File: src/rtl/scan_seq_pkg.sv
package scan_seq_pkg;

    typedef enum logic [1:0] {
        ST_IDLE  = 2'd0,
        ST_CHECK = 2'd1,
        ST_REQ   = 2'd2,
        ST_WAIT  = 2'd3
    } seq_state_e;

    localparam int unsigned BUS_W     = 16;
    localparam int unsigned ADDR_W    = 5;
    localparam int unsigned RES_BASE  = 16;

endpackage

File: src/rtl/scan_cfg_regs.sv
module scan_cfg_regs #(
    parameter int unsigned NUM_SLOTS = 10,
    parameter int unsigned CFG_W     = 9,
    parameter int unsigned ADDR_W    = 5,
    parameter int unsigned BUS_W     = 16
) (
    input  logic                            clk,
    input  logic                            rst_n,
    input  logic                            wr_en,
    input  logic [ADDR_W-1:0]               wr_addr,
    input  logic [BUS_W-1:0]                wr_data,
    output logic [NUM_SLOTS-1:0][CFG_W-1:0] cfg,
    output logic [NUM_SLOTS-1:0]            dis_mask
);
    localparam int unsigned DIS_ADDR = NUM_SLOTS;

    typedef struct packed {
        logic [NUM_SLOTS-1:0][CFG_W-1:0] cfg;
        logic [NUM_SLOTS-1:0]            dis;
    } cfg_state_t;

    cfg_state_t st_d, st_q;

    always_comb begin
        st_d = st_q;
        if (wr_en) begin
            for (int i = 0; i < NUM_SLOTS; i++) begin
                if (wr_addr == ADDR_W'(i)) begin
                    st_d.cfg[i] = wr_data[CFG_W-1:0];
                end
            end
            if (wr_addr == ADDR_W'(DIS_ADDR)) begin
                st_d.dis = wr_data[NUM_SLOTS-1:0];
            end
        end
    end

    always_ff @(posedge clk or negedge rst_n) begin
        if (!rst_n) begin
            st_q <= '0;
        end else begin
            st_q <= st_d;
        end
    end

    assign cfg      = st_q.cfg;
    assign dis_mask = st_q.dis;
endmodule

File: src/rtl/scan_result_bank.sv
module scan_result_bank #(
    parameter int unsigned NUM_SLOTS = 10,
    parameter int unsigned RES_W     = 12,
    parameter int unsigned IDX_W     = 4
) (
    input  logic                            clk,
    input  logic                            rst_n,
    input  logic                            wr_en,
    input  logic [IDX_W-1:0]                wr_idx,
    input  logic [RES_W-1:0]                wr_data,
    output logic [NUM_SLOTS-1:0][RES_W-1:0] results
);
    typedef struct packed {
        logic [NUM_SLOTS-1:0][RES_W-1:0] res;
    } bank_state_t;

    bank_state_t st_d, st_q;

    always_comb begin
        st_d = st_q;
        for (int i = 0; i < NUM_SLOTS; i++) begin
            if (wr_en && (wr_idx == IDX_W'(i))) begin
                st_d.res[i] = wr_data;
            end
        end
    end

    always_ff @(posedge clk or negedge rst_n) begin
        if (!rst_n) begin
            st_q <= '0;
        end else begin
            st_q <= st_d;
        end
    end

    assign results = st_q.res;
endmodule

File: src/rtl/scan_fsm.sv
module scan_fsm
    import scan_seq_pkg::*;
#(
    parameter int unsigned NUM_SLOTS = 10,
    parameter int unsigned IDX_W     = 4
) (
    input  logic                 clk,
    input  logic                 rst_n,
    input  logic                 start,
    input  logic                 clr_done,
    input  logic [NUM_SLOTS-1:0] dis_mask,
    input  logic                 conv_ready,
    output logic [IDX_W-1:0]     slot_idx,
    output logic                 conv_req,
    output logic                 res_we,
    output logic                 busy,
    output logic                 scan_done
);
    typedef struct packed {
        seq_state_e       state;
        logic [IDX_W-1:0] idx;
        logic             done;
    } fsm_state_t;

    fsm_state_t st_d, st_q;
    logic       stop_here;

    // The scan ends on the first disabled slot, or after the last slot.
    always_comb begin
        stop_here = (st_q.idx >= IDX_W'(NUM_SLOTS));
        for (int i = 0; i < NUM_SLOTS; i++) begin
            if ((st_q.idx == IDX_W'(i)) && dis_mask[i]) begin
                stop_here = 1'b1;
            end
        end
    end

    always_comb begin
        st_d   = st_q;
        res_we = 1'b0;
        unique case (st_q.state)
            ST_IDLE: begin
                if (start) begin
                    st_d.idx   = '0;
                    st_d.done  = 1'b0;
                    st_d.state = ST_CHECK;
                end else if (clr_done) begin
                    st_d.done = 1'b0;
                end
            end
            ST_CHECK: begin
                if (stop_here) begin
                    st_d.done  = 1'b1;
                    st_d.state = ST_IDLE;
                end else begin
                    st_d.state = ST_REQ;
                end
            end
            ST_REQ: begin
                st_d.state = ST_WAIT;
            end
            ST_WAIT: begin
                if (conv_ready) begin
                    res_we     = 1'b1;
                    st_d.idx   = st_q.idx + IDX_W'(1);
                    st_d.state = ST_CHECK;
                end
            end
            default: st_d.state = ST_IDLE;
        endcase
    end

    always_ff @(posedge clk or negedge rst_n) begin
        if (!rst_n) begin
            st_q <= '{state: ST_IDLE, idx: '0, done: 1'b0};
        end else begin
            st_q <= st_d;
        end
    end

    assign slot_idx  = st_q.idx;
    assign conv_req  = (st_q.state == ST_REQ);
    assign busy      = (st_q.state != ST_IDLE);
    assign scan_done = st_q.done;
endmodule

File: src/rtl/scan_sequencer.sv
module scan_sequencer
    import scan_seq_pkg::*;
#(
    parameter int unsigned NUM_SLOTS = 10,
    parameter int unsigned CHAN_W    = 4,
    parameter int unsigned RES_W     = 12
) (
    input  logic              clk,
    input  logic              rst_n,
    input  logic              start,
    input  logic              reg_we,
    input  logic [4:0]        reg_addr,
    input  logic [15:0]       reg_wdata,
    output logic [15:0]       reg_rdata,
    output logic [CHAN_W-1:0] mux_pos,
    output logic [CHAN_W-1:0] mux_neg,
    output logic              mux_diff,
    output logic              conv_req,
    input  logic              conv_ready,
    input  logic [RES_W-1:0]  conv_data,
    output logic              busy,
    output logic              scan_done
);
    localparam int unsigned CFG_W     = 2 * CHAN_W + 1;
    localparam int unsigned IDX_W     = $clog2(NUM_SLOTS + 1);
    localparam int unsigned DIS_ADDR  = NUM_SLOTS;
    localparam int unsigned CTRL_ADDR = NUM_SLOTS + 1;

    logic [NUM_SLOTS-1:0][CFG_W-1:0] cfg;
    logic [NUM_SLOTS-1:0]            dis_mask;
    logic [NUM_SLOTS-1:0][RES_W-1:0] results;
    logic [IDX_W-1:0]                slot_idx;
    logic                            res_we;
    logic                            clr_done;
    logic [CFG_W-1:0]                cur_cfg;

    assign clr_done = reg_we && (reg_addr == ADDR_W'(CTRL_ADDR)) && reg_wdata[0];

    scan_cfg_regs #(
        .NUM_SLOTS(NUM_SLOTS), .CFG_W(CFG_W), .ADDR_W(ADDR_W), .BUS_W(BUS_W)
    ) u_cfg (
        .clk(clk), .rst_n(rst_n), .wr_en(reg_we), .wr_addr(reg_addr),
        .wr_data(reg_wdata), .cfg(cfg), .dis_mask(dis_mask)
    );

    scan_fsm #(
        .NUM_SLOTS(NUM_SLOTS), .IDX_W(IDX_W)
    ) u_fsm (
        .clk(clk), .rst_n(rst_n), .start(start), .clr_done(clr_done),
        .dis_mask(dis_mask), .conv_ready(conv_ready), .slot_idx(slot_idx),
        .conv_req(conv_req), .res_we(res_we), .busy(busy), .scan_done(scan_done)
    );

    scan_result_bank #(
        .NUM_SLOTS(NUM_SLOTS), .RES_W(RES_W), .IDX_W(IDX_W)
    ) u_res (
        .clk(clk), .rst_n(rst_n), .wr_en(res_we), .wr_idx(slot_idx),
        .wr_data(conv_data), .results(results)
    );

    // Multiplexer selection follows the slot under conversion.
    always_comb begin
        cur_cfg = '0;
        for (int i = 0; i < NUM_SLOTS; i++) begin
            if (slot_idx == IDX_W'(i)) begin
                cur_cfg = cfg[i];
            end
        end
    end

    assign mux_pos  = cur_cfg[CHAN_W-1:0];
    assign mux_neg  = cur_cfg[2*CHAN_W-1:CHAN_W];
    assign mux_diff = cur_cfg[CFG_W-1];

    // Register read path; unused and reserved bits read as zero.
    always_comb begin
        reg_rdata = '0;
        for (int i = 0; i < NUM_SLOTS; i++) begin
            if (reg_addr == ADDR_W'(i)) begin
                reg_rdata = BUS_W'(cfg[i]);
            end
            if (reg_addr == ADDR_W'(RES_BASE + i)) begin
                reg_rdata = BUS_W'(results[i]);
            end
        end
        if (reg_addr == ADDR_W'(DIS_ADDR)) begin
            reg_rdata = BUS_W'(dis_mask);
        end
    end
endmodule

File: config.mk
export PLATFORM = sky130hd
export DESIGN_NAME = scan_sequencer
export DESIGN_NICKNAME = d
export VERILOG_FILES = /design/src/rtl/scan_seq_pkg.sv /design/src/rtl/scan_cfg_regs.sv /design/src/rtl/scan_result_bank.sv /design/src/rtl/scan_fsm.sv /design/src/rtl/scan_sequencer.sv
export SDC_FILE = /design/constraint.sdc
export NUM_CORES = 1
export LEC_CHECK = 0
export ABC_AREA = 0
export BUFFER_PORTS_ARGS = -buffer_cell sky130_fd_sc_hd__clkbuf_2
export CAP_MARGIN = 20
export CORE_ASPECT_RATIO = 0.9
export CORE_UTILIZATION = 50
export DETAILED_ROUTE_END_ITERATION = 10
export HOLD_SLACK_MARGIN = 0.15
export PLACE_DENSITY = 0.75
export SYNTH_ARGS = -nofsm -noshare
export SYNTH_HDL_FRONTEND = slang
export SYNTH_SLANG_ARGS = --single-unit
File: constraint.sdc
create_clock -name clk -period 2.6 [get_ports clk]
set_input_delay 0.26 -clock clk [delete_from_list [all_inputs] [get_ports clk]]
set_output_delay 0.26 -clock clk [all_outputs]
set_load 0.02 [all_outputs]
==> flow_summary.ini <==
[route]
drc = 0
drt-initial-drc-count = 1064
wire_per_inst_um = 25.8
routed_wl_um = 36500
drtAntennaViolNets = 0
viasPerCell = 6.60
drt_first_pass_iters = 5
vias = 9344

[timing]
finClkSkew_ns = 0.0145
tightest_slew_ns = 0.666
finalCritPeriodShare = 1.04
holdWs_ns = 0.152
finalSetupViolCount = 6
min_period_ns = 2.70
rsz0062_at_grt = true
fin_ws_ns = -0.0979
max_freq_mhz = 371
hold_violations = 0
slew_violations = 0
slew_headroom = 0.556

[yosys]
ys_ff_latch = 227
synth_area_leaders = dfrtp_1 48%, mux2_2 21%, a22oi_1 2.9%
synth-seq-area-share = 0.484
synth_ff_type = dfrtp_1
yosysUniqueCellTypes = 68
yosysWarnings = 0
postSynth.asyncResetShare = 1.00
yosysTopAreaCell = dfrtp_1
syn_avg_cell_area_sq_um = 11.7
syn-cell-area_sq_um = 11700
synth_edf_count = 0
synthCells = 1006
yosysMostFrequentCell = dfrtp_1
synthTopCellsByCount = 227 x dfrtp_1, 221 x mux2_2, 46 x a22oi_1
netlist.area_leader.share = 0.484

[power_and_ir_drop]
switching_power_uw = 3420
p_seq_frac = 0.413
clock_power_share = 0.315
switching_share = 0.306
p_leak_uw = 0.00630
pwr-share-comb = 0.273
internal-power_uw = 7760
ir_drop_v = 0.000733
powerDensity_nw_per_um2 = 796

[worst_setup_path]
path_class = flop to primary output
crit_arrival_ns = 2.44
crit_fanout = 8
required_ns = 2.34
cp-start-kind = flop
worstSetupEndpointType = primary output

[final_layout]
layout-area-overhead-vs-synth_pct = 19.5
final_core_util = 0.616
diodes = 0
final_net_count = 1151
finalNonFillerCells = 1415
design_area_sq_um = 14000
layout-drive-gt1-share = 0.421

[clock_tree]
cts_buffers = 24
cts_tree = yes
clkLatencyLatePin_ns = 0.52
clk_pin_slew_ns = 0.07
cts.sinks = 227
h-tree-depth = 1
clock_tree.buffer_depth = 3
clockRootBuffer = clkbuf_16

[floorplanning]
initial_utilization = 0.516
dieArea_sq_um = 24100
ios = 66
die_y_um = 147
rows = 52
die_w_um = 164
core_sq_um = 22800

[global_route]
grt_pass1_vias = 9420
grt_max_degree = 81
track_usage = 0.302
grt_antenna_before_repair = 0
grt_pass1_wl_um = 54900
globalRouteOverflowTotal = 0

[placement]
place_hpwl_um = 25300
placed_area_sq_um = 12600
dpl.cell_count = 1349
gp_congestion = 0.978
preCtsSetupSlack_ns = 0.165
port-buffer-count = 55

[run_status]
violations = negative setup slack
status = finished with violations

[job]
drv_cap = 0

[worst_hold_path]
hold_path.class = input pin to flop
## registers in the layout, indices dropped and copies added, names as in the netlist
register and flops:
u_fsm.slot_idx 4, u_res.results 120, u_fsm.scan_done 1, u_cfg.cfg 90
u_fsm.st_q 2, u_cfg.dis_mask 10
## layout by cell type, fill, tap and decap left out, drive strengths merged, types with 3 or more instances in the layout
| cell type | instances |
|---|---|
| mux2i | 25 |
| and2b | 3 |
| bufinv | 3 |
| dfrtp | 227 |
| and2 | 10 |
| and3 | 22 |
| nor4 | 7 |
| clkbuf | 83 |
| a211oi | 10 |
| conb | 4 |
| a22o | 6 |
| dlygate4sd3 | 8 |
| nand2 | 39 |
| o221ai | 6 |
| nand3 | 32 |
| o21ai | 32 |
| inv | 15 |
| nor2 | 42 |
| nand2b | 9 |
| buf | 97 |
| a32oi | 9 |
| nand3b | 9 |
| nor2b | 8 |
| a31o | 4 |
| mux2 | 221 |
| nor3b | 5 |
| o22ai | 15 |
| a31oi | 12 |
| a221oi | 26 |
| a21oi | 33 |
| a22oi | 46 |
| ha | 9 |
| nor3 | 13 |
## metrics by stage
stage | setup TNS, ns | total power, uW
after floorplan | 0 | 6040
after global placement | 0 | 6870
after detailed placement | 0 | 6970
after CTS | -0.250 | 10900
after global routing | -0.781 | 11600
final | -0.359 | 11200
## worst paths after layout
| path | cells past startpoint | to | slack [ns] | startpoint |
|---|---|---|---|---|
| setup / recovery | 8 | mux_diff | -0.1 | u_fsm.slot_idx[0] |
| min in group asynchronous | 2 | u_res.results[82] | 0.31 | rst_n |
| hold / removal | 2 | u_res.results[44] | 0.15 | conv_data[8] |
| hold reg to reg | 1 | u_res.results[28] | 0.51 | u_res.results[28] |
| setup reg to reg | 6 | u_fsm.scan_done | 0.35 | u_fsm.slot_idx[3] |
| max in group asynchronous | 3 | u_fsm.slot_idx[2] | 1.41 | rst_n |
## cell type report
class / instances / area (sq um)
clock buffer: 34 / 689
inverter: 16 / 68.8
fill: 1799 / 8730
clock inverter: 6 / 108
timing repair buffer: 154 / 1320
sequential: 227 / 5680
tap: 297 / 372
multi-input combinational: 681 / 5800
## routing by layer
layer | routed length (um) | global-route usage | up-vias
li1 | - | - | 3951
met1 | 15000 | 0.421 | 4735
met2 | 16700 | 0.468 | 541
met3 | 3350 | 0.0598 | 117
met4 | 1370 | 0.114 | 0
met5 | 0 | 0 | -
## power groups by stage
stage | Clock [uW] | Sequential (uW) | Combinational [uW]
floorplan | 0 | 4440 | 1600
global placement | 0 | 4610 | 2260
detailed placement | 0 | 4630 | 2340
CTS | 3550 | 4580 | 2730
global route | 3700 | 4650 | 3230
finish | 3520 | 4610 | 3050
## repair_timing
action	CTS	global route
endpoints found under the setup margin	9	9
gates cloned	2	1
buffers inserted	7	10
hold buffers	8	0
resized for setup	55	41
hold endpoints to repair	120	0
pin swaps	20	18
## cells by family after synthesis
group	count (synthesis)	share of synthesized area
flops	227	0.484
buf+inv	101	0.0440
compound gates	214	0.129
simple gates	208	0.101
fa+ha+maj	9	0.00959
other cells	1	0.000319
mux	246	0.233
## worst max-delay path: stages (launching register included)
cell	delay, ns
dfrtp_2	0.46
ha_4	0.24
clkinvlp_4	0.10
buf_6	0.12
nand3_4	0.07
a221oi_4	0.31
o22ai_2	0.14
a221oi_2	0.27
buf_4	0.18
No activity file was read; power rests on OpenSTA's default activity.
